[src/rtl/irqc_pkg.sv]
`timescale 1ns/1ps
package irqc_pkg;
    localparam int unsigned DW    = 8;
    localparam int unsigned AW    = 3;
    localparam int unsigned NSRC  = 2 * DW;
    localparam int unsigned NGRP  = 6;
    localparam int unsigned LVLW  = 2;
    localparam int unsigned NLVL  = 1 << LVLW;
    localparam int unsigned IDXW  = $clog2(NSRC);

    localparam logic [NSRC-1:0] SRC_VALID = 16'h1FBF;
    localparam logic [NSRC-1:0] SRC_AUTOC = 16'h001E;

    localparam logic [AW-1:0] ADR_FLG_LO = 3'd0;
    localparam logic [AW-1:0] ADR_FLG_HI = 3'd1;
    localparam logic [AW-1:0] ADR_ENA_LO = 3'd2;
    localparam logic [AW-1:0] ADR_ENA_HI = 3'd3;
    localparam logic [AW-1:0] ADR_PRI_B0 = 3'd4;
    localparam logic [AW-1:0] ADR_PRI_B1 = 3'd5;
    localparam logic [AW-1:0] ADR_CTRL   = 3'd6;
endpackage

[src/rtl/irqc_regs.sv]
`timescale 1ns/1ps
module irqc_regs #(
    parameter int unsigned DW    = irqc_pkg::DW,
    parameter int unsigned AW    = irqc_pkg::AW,
    parameter int unsigned NGRP  = irqc_pkg::NGRP,
    parameter int unsigned IDXW  = irqc_pkg::IDXW,
    parameter logic [2*DW-1:0] VALID = irqc_pkg::SRC_VALID,
    parameter logic [2*DW-1:0] AUTOC = irqc_pkg::SRC_AUTOC
) (
    input  logic             clk_i,
    input  logic             rst_ni,
    input  logic             we_i,
    input  logic [AW-1:0]    addr_i,
    input  logic [DW-1:0]    wdata_i,
    output logic [DW-1:0]    rdata_o,
    input  logic [2*DW-1:0]  evt_i,
    input  logic             clr_i,
    input  logic [IDXW-1:0]  clr_idx_i,
    output logic [2*DW-1:0]  flag_o,
    output logic [2*DW-1:0]  en_o,
    output logic [NGRP-1:0]  pb0_o,
    output logic [NGRP-1:0]  pb1_o,
    output logic             gie_o
);
    import irqc_pkg::*;
    localparam int unsigned NS = 2 * DW;

    typedef struct packed {
        logic [NS-1:0]   flag;
        logic [NS-1:0]   en;
        logic [NGRP-1:0] pb0;
        logic [NGRP-1:0] pb1;
        logic            gie;
    } regs_t;

    regs_t r_d, r_q;

    always_comb begin
        r_d = r_q;
        if (we_i) begin
            case (addr_i)
                ADR_FLG_LO: r_d.flag[DW-1:0]  = wdata_i & VALID[DW-1:0];
                ADR_FLG_HI: r_d.flag[NS-1:DW] = wdata_i & VALID[NS-1:DW];
                ADR_ENA_LO: r_d.en[DW-1:0]    = wdata_i & VALID[DW-1:0];
                ADR_ENA_HI: r_d.en[NS-1:DW]   = wdata_i & VALID[NS-1:DW];
                ADR_PRI_B0: r_d.pb0           = wdata_i[NGRP-1:0];
                ADR_PRI_B1: r_d.pb1           = wdata_i[NGRP-1:0];
                ADR_CTRL:   r_d.gie           = wdata_i[0];
                default: ;
            endcase
        end
        // vectored timer flags drop themselves
        if (clr_i && AUTOC[clr_idx_i]) begin
            r_d.flag[clr_idx_i] = 1'b0;
        end
        // hardware events override any clear in the same cycle
        r_d.flag = r_d.flag | (evt_i & VALID);
    end

    always_ff @(posedge clk_i or negedge rst_ni) begin
        if (!rst_ni) r_q <= '0;
        else         r_q <= r_d;
    end

    always_comb begin
        rdata_o = '0;
        case (addr_i)
            ADR_FLG_LO: rdata_o = r_q.flag[DW-1:0];
            ADR_FLG_HI: rdata_o = r_q.flag[NS-1:DW];
            ADR_ENA_LO: rdata_o = r_q.en[DW-1:0];
            ADR_ENA_HI: rdata_o = r_q.en[NS-1:DW];
            ADR_PRI_B0: rdata_o = {{(DW-NGRP){1'b0}}, r_q.pb0};
            ADR_PRI_B1: rdata_o = {{(DW-NGRP){1'b0}}, r_q.pb1};
            ADR_CTRL:   rdata_o = {{(DW-1){1'b0}}, r_q.gie};
            default:    rdata_o = '0;
        endcase
    end

    assign flag_o = r_q.flag;
    assign en_o   = r_q.en;
    assign pb0_o  = r_q.pb0;
    assign pb1_o  = r_q.pb1;
    assign gie_o  = r_q.gie;


    evt_set_chk: assert property (@(posedge clk_i) disable iff (!rst_ni)
        (|(evt_i & VALID)) |=> ((r_q.flag & $past(evt_i & VALID)) == $past(evt_i & VALID)));


    auto_clr_chk: assert property (@(posedge clk_i) disable iff (!rst_ni)
        (clr_i && AUTOC[clr_idx_i] && !evt_i[clr_idx_i] && !we_i) |=> !r_q.flag[$past(clr_idx_i)]);


    rsv_zero_chk: assert property (@(posedge clk_i) disable iff (!rst_ni)
        ((r_q.flag | r_q.en) & ~VALID) == '0);
endmodule

[src/rtl/irqc_arb.sv]
`timescale 1ns/1ps
module irqc_arb #(
    parameter int unsigned NSRC = irqc_pkg::NSRC,
    parameter int unsigned NGRP = irqc_pkg::NGRP,
    parameter int unsigned LVLW = irqc_pkg::LVLW,
    parameter int unsigned IDXW = irqc_pkg::IDXW
) (
    input  logic [NSRC-1:0] flag_i,
    input  logic [NSRC-1:0] en_i,
    input  logic [NGRP-1:0] pb0_i,
    input  logic [NGRP-1:0] pb1_i,
    input  logic            gie_i,
    output logic            req_o,
    output logic [IDXW-1:0] idx_o,
    output logic [LVLW-1:0] lvl_o
);
    logic [NSRC-1:0] live;
    logic [LVLW-1:0] src_lvl [NSRC];

    assign live = flag_i & en_i & {NSRC{gie_i}};

    for (genvar i = 0; i < NSRC; i++) begin : g_lvl
        localparam int unsigned GRP = i % NGRP;
        assign src_lvl[i] = {pb1_i[GRP], pb0_i[GRP]};
    end

    // ascending scan; only a strictly higher level displaces the holder
    always_comb begin
        req_o = 1'b0;
        idx_o = '0;
        lvl_o = '0;
        for (int i = 0; i < NSRC; i++) begin
            if (live[i] && (!req_o || src_lvl[i] > lvl_o)) begin
                req_o = 1'b1;
                idx_o = IDXW'(i);
                lvl_o = src_lvl[i];
            end
        end
    end
endmodule

[src/rtl/irqc_nest.sv]
`timescale 1ns/1ps
module irqc_nest #(
    parameter int unsigned LVLW = irqc_pkg::LVLW,
    parameter int unsigned NLVL = irqc_pkg::NLVL
) (
    input  logic            clk_i,
    input  logic            rst_ni,
    input  logic            req_i,
    input  logic [LVLW-1:0] lvl_i,
    input  logic            ack_i,
    input  logic            reti_i,
    output logic            irq_o,
    output logic            take_o
);
    typedef struct packed {
        logic [NLVL-1:0] isr;
    } nest_t;

    nest_t n_d, n_q;
    logic            busy;
    logic [LVLW-1:0] run_lvl;

    always_comb begin
        busy    = |n_q.isr;
        run_lvl = '0;
        for (int l = 0; l < NLVL; l++) begin
            if (n_q.isr[l]) run_lvl = LVLW'(l);
        end
    end

    assign irq_o  = req_i && (!busy || lvl_i > run_lvl);
    assign take_o = ack_i && irq_o;

    always_comb begin
        n_d = n_q;
        if (reti_i && busy) n_d.isr[run_lvl] = 1'b0;
        if (take_o)         n_d.isr[lvl_i]   = 1'b1;
    end

    always_ff @(posedge clk_i or negedge rst_ni) begin
        if (!rst_ni) n_q <= '0;
        else         n_q <= n_d;
    end


    take_mark_chk: assert property (@(posedge clk_i) disable iff (!rst_ni)
        take_o |=> n_q.isr[$past(lvl_i)]);


    ack_idle_chk: assert property (@(posedge clk_i) disable iff (!rst_ni)
        (ack_i && !irq_o && !reti_i) |=> $stable(n_q.isr));


    no_same_chk: assert property (@(posedge clk_i) disable iff (!rst_ni)
        take_o |-> ((n_q.isr >> lvl_i) == '0));


    reti_pop_chk: assert property (@(posedge clk_i) disable iff (!rst_ni)
        (reti_i && busy && !take_o) |=> ($countones(n_q.isr) + 1 == $countones($past(n_q.isr))));
endmodule

[src/rtl/grp_irq_ctrl.sv]
`timescale 1ns/1ps
module grp_irq_ctrl
    import irqc_pkg::*;
(
    input  logic            clk_i,
    input  logic            rst_ni,
    input  logic            reg_we_i,
    input  logic [AW-1:0]   reg_addr_i,
    input  logic [DW-1:0]   reg_wdata_i,
    output logic [DW-1:0]   reg_rdata_o,
    input  logic [NSRC-1:0] evt_i,
    output logic            irq_o,
    output logic [IDXW-1:0] vec_o,
    input  logic            ack_i,
    input  logic            reti_i
);
    logic [NSRC-1:0] flag, en;
    logic [NGRP-1:0] pb0, pb1;
    logic            gie, req, take;
    logic [IDXW-1:0] win_idx;
    logic [LVLW-1:0] win_lvl;

    irqc_regs u_regs (
        .clk_i     (clk_i),
        .rst_ni    (rst_ni),
        .we_i      (reg_we_i),
        .addr_i    (reg_addr_i),
        .wdata_i   (reg_wdata_i),
        .rdata_o   (reg_rdata_o),
        .evt_i     (evt_i),
        .clr_i     (take),
        .clr_idx_i (win_idx),
        .flag_o    (flag),
        .en_o      (en),
        .pb0_o     (pb0),
        .pb1_o     (pb1),
        .gie_o     (gie)
    );

    irqc_arb u_arb (
        .flag_i (flag),
        .en_i   (en),
        .pb0_i  (pb0),
        .pb1_i  (pb1),
        .gie_i  (gie),
        .req_o  (req),
        .idx_o  (win_idx),
        .lvl_o  (win_lvl)
    );

    irqc_nest u_nest (
        .clk_i  (clk_i),
        .rst_ni (rst_ni),
        .req_i  (req),
        .lvl_i  (win_lvl),
        .ack_i  (ack_i),
        .reti_i (reti_i),
        .irq_o  (irq_o),
        .take_o (take)
    );

    assign vec_o = win_idx;


    req_src_chk: assert property (@(posedge clk_i) disable iff (!rst_ni)
        irq_o |-> (flag[vec_o] && en[vec_o] && gie));
endmodule

[config.mk]
export PLATFORM = sky130hd
export DESIGN_NAME = grp_irq_ctrl
export DESIGN_NICKNAME = d
export VERILOG_FILES = /design/src/rtl/irqc_pkg.sv /design/src/rtl/irqc_regs.sv /design/src/rtl/irqc_arb.sv /design/src/rtl/irqc_nest.sv /design/src/rtl/grp_irq_ctrl.sv
export SDC_FILE = /design/constraint.sdc
export NUM_CORES = 1
export LEC_CHECK = 0
export ABC_AREA = 1
export ABC_CLOCK_PERIOD_IN_PS = 12900
export BUFFER_PORTS_ARGS = -buffer_cell sky130_fd_sc_hd__buf_2
export CAP_MARGIN = 20
export CORE_UTILIZATION = 49
export CTS_BUF_LIST = sky130_fd_sc_hd__clkbuf_8
export CTS_CLUSTER_SIZE = 12
export DETAILED_ROUTE_END_ITERATION = 12
export GPL_TIMING_DRIVEN = 1
export PLACE_DENSITY = 0.77
export SLEW_MARGIN = 20
export SYNTH_ARGS = -nofsm -noshare
export SYNTH_HDL_FRONTEND = slang
export SYNTH_SLANG_ARGS = --single-unit
[constraint.sdc]
create_clock -name clk_i -period 12.9 [get_ports clk_i]
set_input_delay 2.58 -clock clk_i [delete_from_list [all_inputs] [get_ports clk_i]]
set_output_delay 2.58 -clock clk_i [all_outputs]
set_load 0.1 [all_outputs]
==> results of run 1 <==
-- sequential cells by signal (all words and copies together), names as in the netlist --
register	cells
u_regs.pb1_o	6
u_regs.pb0_o	6
u_nest.n_q	4
u_regs.gie_o	1
u_regs.flag_o	16
u_regs.en_o	12
-- cells in the final DEF (no fill, tap or decap), types with 8 or more instances in the layout --
master / count
sky130_fd_sc_hd__buf_4: 115
sky130_fd_sc_hd__nand2_1: 101
sky130_fd_sc_hd__inv_1: 70
sky130_fd_sc_hd__dfrtp_1: 45
sky130_fd_sc_hd__o21ai_0: 37
sky130_fd_sc_hd__buf_2: 34
sky130_fd_sc_hd__nand2_2: 29
sky130_fd_sc_hd__nand3_1: 27
sky130_fd_sc_hd__nor2_1: 26
sky130_fd_sc_hd__nand2_4: 19
sky130_fd_sc_hd__ha_4: 14
sky130_fd_sc_hd__inv_2: 10
sky130_fd_sc_hd__o21ai_2: 10
sky130_fd_sc_hd__nand3_2: 10
sky130_fd_sc_hd__a21oi_1: 9
sky130_fd_sc_hd__a211o_1: 8
sky130_fd_sc_hd__o21ai_4: 8
-- logic make-up after synthesis --
logic type	share of synthesized area, %
buffers and inverters	10.2
AOI/OAI and AO/OA	16.6
and+or+nand+nor	33.0
DFF	32.9
adders and majority gates	7.31
-- through the flow --
stage          setup WS (ns)  instance area, sq um
2_1_floorplan         -0.297                  3500
3_3_place_gp          -0.535                  4240
3_5_place_dp           -1.02                  4240
4_1_cts               -0.727                  5090
5_1_grt                -2.08                  5530
6_report               -1.61                  5530
-- layer usage --
metal  track usage (%)  vias up  share of wire (%)
met5                 0        -                  0
met4              20.3        0                7.4
li1                  -     1936                  -
met1              38.2     2085                 36
met2              62.0      359                 48
met3              7.60      124                8.6
-- critical path: cells and delay by family, from the launching register on --
kind / cells / cell delay [ns]
AOI/OAI and AO/OA: 19 / 2.68
buffers and inverters: 15 / 1.34
DFF: 1 / 0.40
adders and majority gates: 12 / 2.99
and+or+nand+nor: 47 / 4.13
-- power breakdown --
group,switching [uW],internal (uW),total (uW)
combinational,551,423,974
clock,52.7,78.0,131
sequential,27.5,166,194
total,631,668,1300
-- cell type report --
cell class	instances	area [sq um]	area share, %
clock buffers	5	68.8	1.24
well taps	80	100	1.81
repair buffers	163	1250	22.6
clock inverters	3	68.8	1.24
inverters	84	337	6.08
flip-flops and latches	45	1130	20.4
multi-input cells	360	2580	46.6
-- worst max path at each step --
stage	startpoint	end	slack, ns
finish	u_regs.en_o[0]	irq_o	-1.61
global route	u_regs.en_o[0]	irq_o	-2.08
CTS	u_regs.gie_o	irq_o	-0.73
detailed placement	u_regs.en_o[0]	irq_o	-1.02
global placement	u_regs.en_o[0]	irq_o	-0.53
floorplan	u_regs.gie_o	irq_o	-0.30
-- repair_timing --
action                                  4_1_cts  5_1_grt
pin swaps                                    58       69
hold buffers                                  0        0
resized for setup                            66       72
endpoints found under the setup margin        5        9
endpoints found under the hold margin         0        0
setup buffers                                57       13
==> metrics list, run 1 <==
* Run status: finished with violations
- The final reports fail on negative setup slack.
- Endpoint of the worst hold path: u_regs.pb0_o[3]
* Post-synthesis area per instance: 6.89 sq um
- The cell area that synthesis handed to floorplanning was 3420 sq um.
* Antenna Nets Post-Route: 0
* Initial antenna violation count: 0
- The number of pins with negative max-slew slack in the final report is 0.
- In this run the critical register-to-register path is captured at u_regs.flag_o[1].
- Max Fanout on Critical Path: 5
- Placer congestion estimate: between 0.9 and 1
- The design draws 1300 uW.
- The tree is rooted in a sky130_fd_sc_hd__clkbuf_8.
* Class of the tightest hold or removal check: reg2reg
- Portion of synthesized cell area occupied by the leading cell type: 32.9%
- Via count of the first global-routing pass: about 4300
- Critical path data arrival time: 11.93 ns
- The area growth from synthesis to layout is 61.6%.
* Cell types with the largest area share after synthesis: sky130_fd_sc_hd__dfrtp_1 (33%), sky130_fd_sc_hd__nand2_1 (14%), sky130_fd_sc_hd__inv_1 (9.0%)
- After detailed routing, the number of remaining DRC violations is 0.
* Leakage power summed over all cells: 0.00291 uW
* DPL Wire Length: 7780 um
- Final Hold Slack: 0.500 ns
* Number of top-level pins: 45
- Most area-hungry cell type in the Yosys netlist: sky130_fd_sc_hd__dfrtp_1
- The post-route netlist has 45.9% of its cells at a drive strength greater than 1.
- H-tree Lvls: 2
- Total number of placement rows: 30
- Final Non-Filler Cells: 740
- Number of max-cap violations: 0
- The routed layout has around 4500 vias.
* Skew final: approximately 0.010 ns
- Dividing total power by cell area gives a power density of 235 nW/um^2.
* Pin count of the biggest net entering global routing: 46
- Post-route worst setup slack: -1.61 ns
- Clock input transition at the sequential cells of the worst setup and hold paths: around 0.08 ns
- Timing would allow up to around 70 MHz.
* Required time of the critical path: 10.32 ns
- Hold path start: u_regs.pb0_o[3]
* Initial cell density of the core: 50.7%
- Final hold violations: 0
* VDD IR max: approximately 100 uV
- Final clock period utilization by the worst path: 112%
- For the pin with the worst max-slew slack, the measured transition is about 0.67 ns.
- Dividing the detail-routed wire length by the instance count gives between 15 and 20 um.
- CTS buffer count: 5
* Synth unique cells: 36
- During placement, the flow inserted port buffers numbering 39.
- Detail-routed via count per cell: 6.09
- Of the synthesized area, sequential elements account for ~33%.
- After detailed placement, the design holds a cell count of 663.
- Net count after synthesis: ~550
- In this run, the number of DRC markers left after iteration 0 of detailed routing was 665.
- At the end of the flow the core is filled with cells to 81.9%.
* Final critical delay including setup and external delays: between 10 and 15 ns
- In the synthesized netlist the dominant register cell turns out to be sky130_fd_sc_hd__dfrtp_1.
* Total of warnings raised by yosys: 0
- The worst register-to-register path has a depth of 98.
- STA classifies the critical path startpoint as a flip-flop.
- The die is 85.6 um wide.
- Global routing used 34.8% of the available tracks.
- Setup repair after global routing could not meet its margin everywhere.
- By count the netlist is led by sky130_fd_sc_hd__nand2_1 (132), sky130_fd_sc_hd__inv_1 (82), sky130_fd_sc_hd__o21ai_0 (52).
- Summed over all failing endpoints, the final setup total negative slack is -5.50 ns.
- Worst-case headroom to the max-slew limit: 55.0%
* Cell depth of the worst min-delay path: 2
- The critical path in this run is classified as reg2out.
- The pre-antenna-repair detailed-routing pass consisted of 7 iterations.
- Flops & latches, synth: 45
- The largest single stage delay on the critical path is 0.40 ns.
* Source-to-sink clock delay at the later pin of the worst-skew pair: 0.31 ns
* Wire length of the first global-routing pass: 19800 um
- Count of flip-flops with a built-in enable after synthesis: 0
- Maximum clock path buffer count: 2
* Congestion Overflow GR: 0
* Core Area: 6760 sq um
- Top cell by count, worst path: sky130_fd_sc_hd__nand2_2
- The repair_antennas step left the layout with diodes totalling 0.
* Type of destination of the critical path: output pin
* Die height: 85.6 um
- Number of nets in the layout: 711
- Summed over all layers, the routed wires come to approximately 15000 um.
* Fillcell total: 362
- TritonCTS built the clock tree.
- Die area: 7320 sq um
- Synthesis produced roughly 500 cells.
- Across all register-to-register paths, the minimum setup slack is between 0.6 and 0.7 ns.
- Endpoints failing setup: 5
- The worst register-to-register path begins at u_regs.en_o[0].
* Clock net sink count: 45
- In the post-synthesis netlist, the cell with the most instances is sky130_fd_sc_hd__nand2_1.
- Async SR Flop Fraction: 100%
- The slowest stage of the critical path is the sky130_fd_sc_hd__dfrtp_1 cell.
No activity file was read; power rests on OpenSTA's default activity.
==> inputs of run 2 (changes only) <==
--- a/config.mk
+++ b/config.mk
@@ -15,6 +15,7 @@
 export DETAILED_ROUTE_END_ITERATION = 12
 export GPL_TIMING_DRIVEN = 1
 export PLACE_DENSITY = 0.77
+export SKIP_CTS_REPAIR_TIMING = 1
 export SLEW_MARGIN = 20
 export SYNTH_ARGS = -nofsm -noshare
 export SYNTH_HDL_FRONTEND = slang
==> run 2 against run 1 <==
- the flow still finishes with violations (negative setup slack)
- sequential power about the same
- routed wire length down 25%
- fmax up 3.2%
- sequential share of layout area up 2.8 points
- clock skew up 0.0019 ns
- count of clock-buffer cells in the layout unchanged
- critical endpoint unchanged
- largest power group unchanged
==> metrics list, run 2 (same netlist as run 1, synthesis figures left out) <==
- The number of buffer and inverter instances along the worst setup path came to 13 (-2).
* Final slew viol count: 0 (unchanged)
* DPL Wire Length: 7780 um (unchanged)
* Endpoints failing setup: 5 (unchanged)
* Violations in the final reports: negative setup slack
- Required time of the critical path: 10.32 ns (about the same)
* Max stage delay cell, worst path: sky130_fd_sc_hd__dfrtp_1
* Maximum clock path buffer count: 2 (unchanged)
- Setup repair after global routing missed its margin: yes
* DR WL/cell: 15.7 um (-20%)
- The worst slew margin relative to its limit was 56.2% (+1.1 points).
* Initial antenna violation count: 0 (unchanged)
- H-tree Lvls: 2 (unchanged)
- Post-route DRC violation count: 0 (unchanged)
- Port Buffers: 39 (unchanged)
* Critical path data arrival time: 11.48 ns (-0.45 ns)
- Met3 demand-to-capacity share in global routing: 4.43% (-3.2 points)
- Transition time at the pin with the least slew margin: 0.652 ns (-0.0169 ns)
- Run status: finished with violations
- The global routing stage identified its most utilized layer as met2.
- Leading cell types in the layout, fill and taps excluded: sky130_fd_sc_hd__nand2_1 (111), sky130_fd_sc_hd__buf_4 (71), sky130_fd_sc_hd__inv_1 (70)
* Number of top-level pins: 45 (unchanged)
- The antenna violation net count after detailed routing was 0 (unchanged).
- Area growth syn-to-layout: 41.8%
- The worst clock skew came to 0.0123 ns (+0.00193 ns).
- Clock input transition at the sequential cells of the worst setup and hold paths: 0.09 ns (about the same)
- Final Hold Slack: 0.500 ns (-0.000457 ns)
- The row count is 30 (unchanged).
- Clock net sink count: 45 (unchanged)
* GRT Util Overall: 27.9% (-6.9 points)
* Number of max-cap violations: 0 (unchanged)
* Detail-routed via count per cell: 5.66 (-6.9%)
- Pin count of the biggest net entering global routing: 46 (unchanged)
- The layout cell share with drive strength beyond 1 is 37.3% (-8.6 points).
* Placed Instances: 663 (unchanged)
* Top cell by count, worst path: sky130_fd_sc_hd__nand2_2
- The initial cell density of the core was 50.7% (unchanged).
- Fmax achieved: 71.1 MHz (+3.2%)
- The final worst slack came to -1.16 ns (+0.444 ns).
* Fillcell total: 500 (+38%)
* DR iter-0 viols: 282 (-58%)
- Source-to-sink clock delay at the later pin of the worst-skew pair: 0.31 ns (about the same)
- Die area: 7320 sq um (unchanged)
* Final sum of negative setup slack: -3.32 ns (+2.18 ns)
* Number of flip-flops in the largest register: 16 (unchanged)
- Congestion Overflow GR: 0 (unchanged)
* Number of nets in the layout: 660 (-7.2%)
- The height of the die is 85.6 um (unchanged).
- Top Family by Delay on Critical Path: simple AND/OR/NAND/NOR gates
- The number of standard cells in the final layout excluding fillers is 689 (-6.9%).
- Met1 global-route usage: 34.0% (-4.2 points)
- Detailed Route WL: 10800 um (-25%)
* TritonCTS clock tree: built
- Clock Tree Root: sky130_fd_sc_hd__clkbuf_8
- The largest incremental delay on the critical path came to 0.40 ns (about the same).
- Type of destination of the critical path: output pin
* Placer congestion estimate: 0.947 (unchanged)
* Total power per unit cell area: 223 nW/um^2 (-4.8%)
- The total inserted antenna cells is 0 (unchanged).
- Core Area: 6760 sq um (unchanged)
- The number of hold-slack violations in the final timing report was 0 (unchanged).
* Post-place instance area: 4240 sq um (unchanged)
- Worst setup path class: reg2out
* Die Wd: 85.6 um (unchanged)
* Max Fanout on Critical Path: 5 (unchanged)
- The cell leakage power was 0.00261 uW (-11%).
* Count of vias placed by the detailed router: 3903 (-13%)
- Router iterations before antenna repair: 6 (-1)
- The final core utilization came to 71.9% (-10 points).
- The library cell used most frequently in the layout, excluding fill and tap cells, is sky130_fd_sc_hd__nand2_1.
* Met2 routing resource usage after global routing: 47.9% (-14 points)
* Design area: 4860 sq um (-12%)
- Final critical delay including setup and external delays: 14.06 ns (-0.444 ns)
- The number of global-route vias before repair was 3503 (-18%).
- Crit start category: flip-flop
- Class of the tightest hold or removal check: reg2reg
- Final clock period utilization by the worst path: 109% (-3.4 points)
- Wire length of the first global-routing pass: 16000 um (-19%)
- CTS buffer count: 5 (unchanged)
* VDD IR max: 97.3 uV (-2.9%)
[run 2: cell types whose count changed in the layout (fill, tap and decap cells not counted), moves of 3 or more]
| cell | previous run | this run |
|---|---|---|
| sky130_fd_sc_hd__nand2_4 | 19 | 13 |
| sky130_fd_sc_hd__ha_1 | 6 | 11 |
| sky130_fd_sc_hd__buf_6 | 7 | 2 |
| sky130_fd_sc_hd__nor2_1 | 26 | 29 |
| sky130_fd_sc_hd__nor2_4 | 6 | 3 |
| sky130_fd_sc_hd__nand2_1 | 101 | 111 |
| sky130_fd_sc_hd__ha_4 | 14 | 9 |
| sky130_fd_sc_hd__buf_4 | 115 | 71 |
| sky130_fd_sc_hd__o21ai_4 | 8 | 3 |
| sky130_fd_sc_hd__o21ai_1 | 5 | 8 |
[run 2: routing by layer]
| metal | vias to the layer above | routed length, um |
|---|---|---|
| met2 | 187 | 5320 |
| met1 | 1831 | 4280 |
| li1 | 1833 | - |
| met4 | 0 | 518 |
| met5 | - | 0 |
| met3 | 52 | 700 |
[run 2: final timing paths]
kind	from	to	slack [ns]	depth (start not counted)
worst max-delay path	u_regs.en_o[0]	irq_o	-1.16	94
worst min-delay path	u_regs.flag_o[6]	u_regs.flag_o[6]	0.50	2
worst max register to register	u_regs.en_o[0]	u_regs.flag_o[1]	1.14	98
worst min register to register	u_regs.flag_o[6]	u_regs.flag_o[6]	0.50	2
max in group asynchronous	rst_ni	u_regs.pb0_o[2]	10.22	1
min in group asynchronous	rst_ni	u_nest.n_q[2]	2.25	1
[run 2: area by class of cell]
type	instances	area [sq um]	area share, %
inverters	84	334	6.88
clock inverters	3	68.8	1.42
clock buffers	5	68.8	1.42
flip-flops and latches	45	1130	23.2
repair buffers	112	836	17.2
multi-input cells	360	2320	47.8
well taps	80	100	2.06
[run 2: stage by stage]
step	setup WS [ns]	total power [uW]
5_1_grt	-1.83	1150
6_report	-1.16	1090
4_1_cts	-1.39	951
3_3_place_gp	-0.535	794
2_1_floorplan	-0.297	615
3_5_place_dp	-1.02	818
[run 2: power breakdown]
group / switching [uW] / internal [uW]
clock network: 53.2 / 78.0
registers: 25.3 / 166
logic: 445 / 318
[run 2: worst register-to-register path, delay by kind of cell (launching register included)]
family / cells / cell delay (ns)
fa+ha+maj: 12 / 3.22
buf+inv: 12 / 0.81
compound gates: 19 / 2.32
simple gates: 55 / 4.88
flops: 1 / 0.40
